File: src/rtl/nextpc_pkg.sv
package nextpc_pkg;

  typedef enum logic [3:0] {
    BR_SEQ   = 4'd0,
    BR_SJMP  = 4'd1,
    BR_PJMP  = 4'd2,
    BR_LJMP  = 4'd3,
    BR_XJMP  = 4'd4,
    BR_JZ    = 4'd5,
    BR_JNZ   = 4'd6,
    BR_JC    = 4'd7,
    BR_JNC   = 4'd8,
    BR_JB    = 4'd9,
    BR_JNB   = 4'd10,
    BR_CMP   = 4'd11,
    BR_DJNZ  = 4'd12,
    BR_PCALL = 4'd13,
    BR_LCALL = 4'd14,
    BR_RSVD  = 4'd15
  } br_class_e;

  typedef enum logic [2:0] {
    TG_SEQ  = 3'd0,
    TG_REL  = 3'd1,
    TG_PAGE = 3'd2,
    TG_ABS  = 3'd3,
    TG_IDX  = 3'd4
  } tgt_sel_e;

endpackage

File: src/rtl/npc_cond.sv
module npc_cond
  import nextpc_pkg::*;
#(
  parameter int DATA_W = 8
) (
  input  br_class_e         cls,
  input  logic [DATA_W-1:0] acc,
  input  logic              cy_in,
  input  logic              bit_val,
  input  logic [DATA_W-1:0] opnd_a,
  input  logic [DATA_W-1:0] opnd_b,
  input  logic [DATA_W-1:0] dec_src,
  output tgt_sel_e          sel,
  output logic              taken,
  output logic              cy_out,
  output logic [DATA_W-1:0] dec_val
);

  localparam logic [DATA_W-1:0] ONE = DATA_W'(1);

  logic cond_hit;

  // modulo decrement
  assign dec_val = dec_src - ONE;

  always_comb begin
    cond_hit = 1'b0;
    sel      = TG_SEQ;
    case (cls)
      BR_SJMP:  begin cond_hit = 1'b1;                sel = TG_REL;  end
      BR_PJMP:  begin cond_hit = 1'b1;                sel = TG_PAGE; end
      BR_PCALL: begin cond_hit = 1'b1;                sel = TG_PAGE; end
      BR_LJMP:  begin cond_hit = 1'b1;                sel = TG_ABS;  end
      BR_LCALL: begin cond_hit = 1'b1;                sel = TG_ABS;  end
      BR_XJMP:  begin cond_hit = 1'b1;                sel = TG_IDX;  end
      BR_JZ:    begin cond_hit = (acc == '0);         sel = TG_REL;  end
      BR_JNZ:   begin cond_hit = (acc != '0);         sel = TG_REL;  end
      BR_JC:    begin cond_hit = cy_in;               sel = TG_REL;  end
      BR_JNC:   begin cond_hit = !cy_in;              sel = TG_REL;  end
      BR_JB:    begin cond_hit = bit_val;             sel = TG_REL;  end
      BR_JNB:   begin cond_hit = !bit_val;            sel = TG_REL;  end
      BR_CMP:   begin cond_hit = (opnd_a != opnd_b);  sel = TG_REL;  end
      BR_DJNZ:  begin cond_hit = (dec_val != '0);     sel = TG_REL;  end
      default:  begin cond_hit = 1'b0;                sel = TG_SEQ;  end
    endcase
    if (!cond_hit) sel = TG_SEQ;
  end

  assign taken = cond_hit;

  // unsigned compare carry only on compare class
  assign cy_out = (cls == BR_CMP) ? (opnd_a < opnd_b) : cy_in;

endmodule

File: src/rtl/npc_target.sv
module npc_target
  import nextpc_pkg::*;
#(
  parameter int PC_W   = 16,
  parameter int DATA_W = 8,
  parameter int PAGE_W = 11
) (
  input  tgt_sel_e          sel,
  input  logic [PC_W-1:0]   seq_pc,
  input  logic [DATA_W-1:0] rel_off,
  input  logic [PAGE_W-1:0] page_addr,
  input  logic [PC_W-1:0]   abs_addr,
  input  logic [DATA_W-1:0] acc,
  input  logic [PC_W-1:0]   dptr,
  output logic [PC_W-1:0]   next_pc
);

  localparam int EXT_W = PC_W - DATA_W;

  logic [PC_W-1:0] rel_tgt;
  logic [PC_W-1:0] page_tgt;
  logic [PC_W-1:0] idx_tgt;

  // sign-extended offset on sequential address
  assign rel_tgt  = seq_pc + {{EXT_W{rel_off[DATA_W-1]}}, rel_off};
  // low field substituted inside current page
  assign page_tgt = {seq_pc[PC_W-1:PAGE_W], page_addr};
  // accumulator zero-extended onto data pointer
  assign idx_tgt  = dptr + {{EXT_W{1'b0}}, acc};

  always_comb begin
    case (sel)
      TG_REL:  next_pc = rel_tgt;
      TG_PAGE: next_pc = page_tgt;
      TG_ABS:  next_pc = abs_addr;
      TG_IDX:  next_pc = idx_tgt;
      default: next_pc = seq_pc;
    endcase
  end

endmodule

File: src/rtl/nextpc_unit.sv
module nextpc_unit
  import nextpc_pkg::*;
#(
  parameter int PC_W   = 16,
  parameter int DATA_W = 8,
  parameter int PAGE_W = 11,
  parameter int CLS_W  = 4
) (
  input  logic [PC_W-1:0]   seq_pc,
  input  logic [CLS_W-1:0]  br_class,
  input  logic [DATA_W-1:0] rel_off,
  input  logic [PAGE_W-1:0] page_addr,
  input  logic [PC_W-1:0]   abs_addr,
  input  logic [DATA_W-1:0] acc,
  input  logic [PC_W-1:0]   dptr,
  input  logic              cy_in,
  input  logic              bit_val,
  input  logic [DATA_W-1:0] opnd_a,
  input  logic [DATA_W-1:0] opnd_b,
  input  logic [DATA_W-1:0] dec_src,
  output logic [PC_W-1:0]   next_pc,
  output logic              taken,
  output logic              cy_out,
  output logic [DATA_W-1:0] dec_val,
  output logic [PC_W-1:0]   ret_addr
);

  br_class_e cls;
  tgt_sel_e  sel;

  // reserved code decodes to no branch in the condition unit
  assign cls = br_class_e'(br_class[3:0]);

  npc_cond #(.DATA_W(DATA_W)) u_cond (
    .cls     (cls),
    .acc     (acc),
    .cy_in   (cy_in),
    .bit_val (bit_val),
    .opnd_a  (opnd_a),
    .opnd_b  (opnd_b),
    .dec_src (dec_src),
    .sel     (sel),
    .taken   (taken),
    .cy_out  (cy_out),
    .dec_val (dec_val)
  );

  npc_target #(.PC_W(PC_W), .DATA_W(DATA_W), .PAGE_W(PAGE_W)) u_tgt (
    .sel       (sel),
    .seq_pc    (seq_pc),
    .rel_off   (rel_off),
    .page_addr (page_addr),
    .abs_addr  (abs_addr),
    .acc       (acc),
    .dptr      (dptr),
    .next_pc   (next_pc)
  );

  // return address is the following instruction
  assign ret_addr = seq_pc;

  always_comb begin

    seq_hold_chk: assert (taken || (next_pc == seq_pc))
      else $error("untaken flow left the sequential address");

    page_hi_chk: assert (!((cls == BR_PJMP) || (cls == BR_PCALL))
                         || (next_pc[PC_W-1:PAGE_W] == seq_pc[PC_W-1:PAGE_W]))
      else $error("page target left its page");

    zero_test_chk: assert (!((cls == BR_JZ) && taken) || (acc == '0))
      else $error("zero branch taken on nonzero accumulator");

    cmp_ne_chk: assert (!((cls == BR_CMP) && taken) || (opnd_a != opnd_b))
      else $error("compare branch taken on equal operands");

    cmp_cy_chk: assert (!((cls == BR_CMP) && cy_out) || taken)
      else $error("compare carry set without branch");

    loop_cnt_chk: assert ((cls != BR_DJNZ) || (taken == (dec_val != '0)))
      else $error("loop branch disagrees with count");

    rsvd_chk: assert ((cls != BR_RSVD) || !taken)
      else $error("reserved class branched");
  end

endmodule

File: config.mk
export PLATFORM = sky130hd
export DESIGN_NAME = nextpc_unit
export DESIGN_NICKNAME = d
export VERILOG_FILES = /design/src/rtl/nextpc_pkg.sv /design/src/rtl/npc_cond.sv /design/src/rtl/npc_target.sv /design/src/rtl/nextpc_unit.sv
export SDC_FILE = /design/constraint.sdc
export NUM_CORES = 1
export LEC_CHECK = 0
export BUFFER_PORTS_ARGS = -buffer_cell sky130_fd_sc_hd__buf_2
export CORE_MARGIN = 10
export CORE_UTILIZATION = 35
export DETAILED_ROUTE_END_ITERATION = 6
export PLACE_DENSITY_LB_ADDON = 0.15
export SYNTH_ARGS = -nofsm -noshare
export SYNTH_HDL_FRONTEND = slang
export SYNTH_SLANG_ARGS = --single-unit
File: constraint.sdc
create_clock -name vclk -period 3.8
set_clock_uncertainty 0.2 [all_clocks]
set_input_delay 0.95 -clock vclk [all_inputs]
set_output_delay 0.95 -clock vclk [all_outputs]
set_load 0.05 [all_outputs]
==> flow_summary.json, run 1 <==
{
  "power.density_nw_per_um2": 212,
  "num_antenna_cells": 0,
  "io_port_bufs": 147,
  "most_utilized_layer_in_the_global_route_result": "met2",
  "synth_fp_nets": 464,
  "violations": "negative setup slack",
  "synth_seq_area_share_pct": 0,
  "seq_area_um2": 0,
  "grt.met1_usage_pct": 21.4,
  "initial_core_util_pct": 36.6,
  "grt_pass1_vias": 3412,
  "critPathKind": "in2out",
  "hold_slack_ns": 2.02,
  "grt_antenna_before_repair": 0,
  "hold_path.startpoint": "seq_pc[10]",
  "status": "finished, violations left",
  "number_of_cells_traversed_by_the_worst_hold_path": 2,
  "fillCellCount": 550,
  "min_path_type": "in2out",
  "overall_die_area_um2": 10400,
  "whs_endpoint": "ret_addr[10]",
  "viasPerCell": 5.45,
  "drtPass1Iterations": 5,
  "core_area_um2": 6420,
  "ios": 147,
  "post-layout-total-power_w": 0.000977,
  "detail_route.iter0.violations": 178,
  "critPathCaptureType": "output pin",
  "grt_start_max_net_pins": 12,
  "drt-total-wl_um": 10400,
  "grt_setup_unrepaired": "yes",
  "synth.lib_cells_used.distinct": 64,
  "die_height_um": 102,
  "reported_max_cap_violation_count": 0,
  "antenna_violating_nets_post_route": 0,
  "synthesis.area_um2": 2350,
  "syn_area_per_cell_um2": 7.25,
  "drc": 0,
  "final_common_cell": "sky130_fd_sc_hd__buf_2",
  "gr-usage-met2_pct": 34.9,
  "vias_post_dr": 3439,
  "setup-violations-final": 17,
  "worstMarginPinSlew_ns": 0.433,
  "detailed_place_hpwl_um": 8750,
  "area_occupied_by_multi_input_gates_um2": 2620,
  "routabilityCongestion": 0.960,
  "cp-start-kind": "input port",
  "critical_path_peak_fanout": 3,
  "clkbuf_count": 0,
  "final.min_clock_period_ns": 4.27,
  "fp.dieW_um": 102,
  "placementRows": 29,
  "slew_headroom_pct": 71.0,
  "postLayoutSetupSlackWorst_ns": -0.475,
  "totalNegativeSetupSlack_ns": -5.77,
  "worstSetupStartpoint": "rel_off[1]",
  "worstPathArrival_ns": 3.12,
  "yosys_warnings": 0,
  "final_layout_size_suffix_gt1_share_pct": 59.4,
  "grt_usage_pct": 17.9,
  "timing.final.crit_share_pct": 112,
  "top_library_cells_by_usage_in_the_layout_fill_and_taps_aside": "sky130_fd_sc_hd__buf_2, sky130_fd_sc_hd__buf_4, sky130_fd_sc_hd__buf_6, sky130_fd_sc_hd__ha_1, sky130_fd_sc_hd__inv_1",
  "grt_first_pass_wirelength_um": 15900,
  "p_leak_nw": 2.15,
  "nFlopsAndLatches": 0,
  "fmax_mhz": 234,
  "wl_per_cell_um": 16.5,
  "hold_violations": 0,
  "ir_drop_uv": 108,
  "final-max-slew-violation-count": 0,
  "synth_cells": 324,
  "grtUsageMet3_pct": 1.89,
  "crit_required_ns": 2.65,
  "finish.net_count": 696,
  "grt_overflow": 0,
  "area_added_between_synthesis_and_finish_pct": 96.3
}
layout make-up:
type	count	area share (%)
tap	77	2.09
multi-input combinational	276	56.7
timing repair buffer	257	39.3
inverter	21	1.90
kinds of logic after synthesis:
group,after synthesis,synth area share (%)
AND/OR/NAND/NOR,100,22.9
AO/OA/AOI/OAI,114,37.0
adder cells (fa/ha/maj),35,19.3
buffers and inverters,48,10.8
XOR/XNOR,27,10.1
metal layers:
| metal | vias to the layer above | share of wire (%) |
|---|---|---|
| met5 | - | 0 |
| met4 | 0 | 0.60 |
| met3 | 4 | 5.9 |
| met2 | 103 | 52 |
| met1 | 1621 | 41 |
| li1 | 1711 | - |
per-stage QoR:
step,setup slack [ns],cell area (um^2),utilization [%],std cells
3_3_place_gp,-0.548,4100,63.8,615
4_1_cts,-0.536,4500,70.0,624
3_5_place_dp,-0.597,4100,63.8,615
6_report,-0.475,4610,71.8,631
2_1_floorplan,-0.428,2690,-,324
5_1_grt,-0.556,4610,71.8,631
where the power goes:
group | leakage [nW] | switching (W) | internal [W]
logic | 2.15 | 0.000527 | 0.000450
registers | 0 | 0 | 0
clock network | 0 | 0 | 0
total | 2.15 | 0.000527 | 0.000450
Yosys cell counts (all sizes together) (3+ instances only):
cell / n / area share [%]
ha: 33 / 18
buf: 22 / 6.7
inv: 21 / 3.4
nand2: 21 / 3.4
nor2: 21 / 3.4
o21ai: 19 / 4.0
xnor2: 19 / 7.1
a21oi: 17 / 4.1
nand3: 14 / 3.0
a222oi: 13 / 5.5
a31oi: 9 / 2.4
nor3: 9 / 2.6
a21o: 8 / 2.7
xor2: 8 / 3.0
a211oi: 7 / 2.8
nand2b: 7 / 1.9
nand4: 7 / 1.9
o211ai: 6 / 2.3
clkbuf: 5 / 0.80
o21a: 5 / 1.6
nand3b: 4 / 1.3
nor3b: 3 / 0.96
o21bai: 3 / 0.96
or4: 3 / 1.1
what timing repair did:
action | 4_1_cts | 5_1_grt
hold buffers | 0 | 0
gates resized for setup | 77 | 19
pin swaps | 36 | 17
cloned | 1 | 0
buffers inserted | 8 | 9
endpoints found under the setup margin | 17 | 17
worst max-delay path: stages:
cell and delay (ns):
sky130_fd_sc_hd__buf_8 0.10, sky130_fd_sc_hd__ha_4 0.24, sky130_fd_sc_hd__a211oi_4 0.27, sky130_fd_sc_hd__o211ai_2 0.13
sky130_fd_sc_hd__a2111o_1 0.42, sky130_fd_sc_hd__a311oi_2 0.26, sky130_fd_sc_hd__o22ai_2 0.13, sky130_fd_sc_hd__o2111a_1 0.26
sky130_fd_sc_hd__nand4b_1 0.18, sky130_fd_sc_hd__buf_6 0.17
worst max path at each step:
stage               cells after the start           to  slack, ns
CTS                                    10  next_pc[15]      -0.54
global route                           12  next_pc[14]      -0.56
floorplan                               8  next_pc[15]      -0.43
global placement                       12  next_pc[14]      -0.55
detailed placement                     10  next_pc[15]      -0.60
finish                                 10  next_pc[15]      -0.47
Note: power is estimated with default switching activity, not from simulation.
==> run 2: changes to the inputs <==
CORE_UTILIZATION = 40   (was 35)
SYNTH_HIERARCHICAL = 1   (was default)
==> flow_summary.json, run 2 <==
{
  "top_library_cells_by_usage_in_the_layout_fill_and_taps_aside": "sky130_fd_sc_hd__buf_2, sky130_fd_sc_hd__buf_4, sky130_fd_sc_hd__buf_6, sky130_fd_sc_hd__nand2_1",
  "cts_hold_repair.buffers": 0,
  "placementRows": 30,
  "fp.dieW_um": 104,
  "grt_pass1_vias": 4174,
  "crit_path_top_delay_cell": "sky130_fd_sc_hd__or3b_4",
  "dp_cells": 744,
  "totalNegativeSetupSlack_ns": -8.17,
  "die_height_um": 104,
  "grt_first_pass_wirelength_um": 19300,
  "critPathCaptureType": "output pin",
  "worstPathArrival_ns": 3.36,
  "seq_area_um2": 0,
  "drt-total-wl_um": 12400,
  "clkbuf_count": 0,
  "antenna_violating_nets_post_route": 0,
  "final.min_clock_period_ns": 4.51,
  "cp-start-kind": "input port",
  "hold_violations": 0,
  "ios": 147,
  "synthesis.area_um2": 2820,
  "syn_area_per_cell_um2": 6.81,
  "timing.final.crit_share_pct": 119,
  "power.density_nw_per_um2": 214,
  "crit_required_ns": 2.65,
  "drc": 0,
  "setup-violations-final": 16,
  "grt_setup_unrepaired": "yes",
  "grt_antenna_before_repair": 0,
  "postLayoutSetupSlackWorst_ns": -0.714,
  "p_leak_nw": 2.55,
  "drtPass1Iterations": 5,
  "viasPerCell": 5.41,
  "synth_cells": 414,
  "finish.net_count": 810,
  "final-max-slew-violation-count": 0,
  "worstMarginPinSlew_ns": 0.566,
  "initial_core_util_pct": 41.3,
  "synth.lib_cells_used.distinct": 70,
  "grt_usage_pct": 20.0,
  "io_port_bufs": 147,
  "grt_overflow": 0,
  "hold_slack_ns": 2.04,
  "slew_headroom_pct": 61.9,
  "area_added_between_synthesis_and_finish_pct": 84.5,
  "synth.top_cells.by_area": "sky130_fd_sc_hd__ha_1, sky130_fd_sc_hd__o21ai_0, sky130_fd_sc_hd__a21oi_1",
  "final_layout_size_suffix_gt1_share_pct": 56.3,
  "yosys_warnings": 6,
  "synthDominantAreaCellType": "sky130_fd_sc_hd__ha_1",
  "fmax_mhz": 222,
  "cell_family_contributing_the_most_delay_on_the_critical_path": "simple AND/OR/NAND/NOR gates",
  "synth.top_cell.area_share_pct": 14.6,
  "grt_start_max_net_pins": 16,
  "worst-path-buf-inv": 4,
  "status": "finished, violations left",
  "post-layout-total-power_w": 0.00111,
  "violations": "negative setup slack",
  "min_path_type": "in2out",
  "fillCellCount": 522,
  "nFlopsAndLatches": 0,
  "detail_route.iter0.violations": 187,
  "detailed_place_hpwl_um": 9950,
  "core_area_um2": 6830,
  "critPathKind": "in2out",
  "path_cells": "buf_6 > clkinvlp_4 > ha_4 > and4b_1 > a211oi_2 > o31ai_2 > a21oi_2 > or3b_4 > nor2_1 > nand2_1 > o21ai_1 > a211oi_2 > buf_4 > o21ai_2 > buf_6",
  "final_cells": 764,
  "vias_post_dr": 4137,
  "final_common_cell": "sky130_fd_sc_hd__buf_2",
  "reported_max_cap_violation_count": 0,
  "ir_drop_uv": 108,
  "wl_per_cell_um": 16.3,
  "routabilityCongestion": 0.900,
  "overall_die_area_um2": 10800,
  "synth_seq_area_share_pct": 0,
  "synth.cells.most_frequent": "sky130_fd_sc_hd__nor2_1, sky130_fd_sc_hd__o21ai_0, sky130_fd_sc_hd__nand2_1",
  "critical_path_peak_fanout": 7,
  "synth_fp_nets": 554,
  "critical-path-max-stage-delay_ns": 0.47,
  "num_antenna_cells": 0
}
-- run 2: cell count changes after synthesis, sizes merged, moves of 9 or more --
cell	previous run	this run
nor2	21	38
nand2	21	34
o21ai	19	40
a222oi	13	0
and3	1	10
a21oi	17	34
-- run 2: metal layers --
metal	GRT usage (%)	share of wire, %	up-vias
li1	-	-	2029
met5	0	0	-
met4	4.37	2.5	0
met3	2.73	5.7	32
met2	36.4	51	181
met1	23.9	41	1895
-- run 2: repair_timing --
item	4_1_cts	5_1_grt
pin swaps	23	19
gates resized for setup	91	30
buffers inserted	12	7
setup endpoints to repair	16	16
cloned	1	0
-- run 2: worst paths after layout --
kind / from / endpoint / cells past startpoint / slack, ns
hold / removal: seq_pc[14] / ret_addr[14] / 2 / 2.04
setup / recovery: dec_src[0] / next_pc[15] / 15 / -0.71
-- run 2: power by group --
| part | switching, W | total (W) | internal [W] |
|---|---|---|---|
| sequential | 0 | 0 | 0 |
| combinational | 0.000620 | 0.00111 | 0.000491 |
| clock | 0 | 0 | 0 |
| total | 0.000620 | 0.00111 | 0.000491 |
-- run 2: logic make-up (layout without fill, tap and decap cells) --
kind of cell / after synthesis / after routing / share of synthesized area (%)
multiplexers: 12 / 12 / 5.24
XOR/XNOR: 24 / 24 / 7.45
adder cells (fa/ha/maj): 38 / 38 / 17.1
buffers and inverters: 60 / 313 / 10.7
AO/OA/AOI/OAI: 137 / 137 / 32.5
AND/OR/NAND/NOR: 143 / 144 / 27.0
-- run 2: per-stage QoR --
| step | cell area [um^2] | util (%) | setup slack, ns |
|---|---|---|---|
| detailed placement | 4590 | 67.2 | -0.794 |
| global route | 5200 | 76.2 | -0.763 |
| global placement | 4590 | 67.2 | -0.719 |
| CTS | 5020 | 73.4 | -0.663 |
| floorplan | 3050 | - | -0.972 |
| finish | 5200 | 76.2 | -0.714 |
-- run 2: area by class of cell --
cell class | instances | area, um^2 | share of cell area, %
multi-input combinational | 355 | 2980 | 57.3
timing repair buffer | 286 | 2000 | 38.4
inverter | 27 | 108 | 2.07
tap | 96 | 120 | 2.31
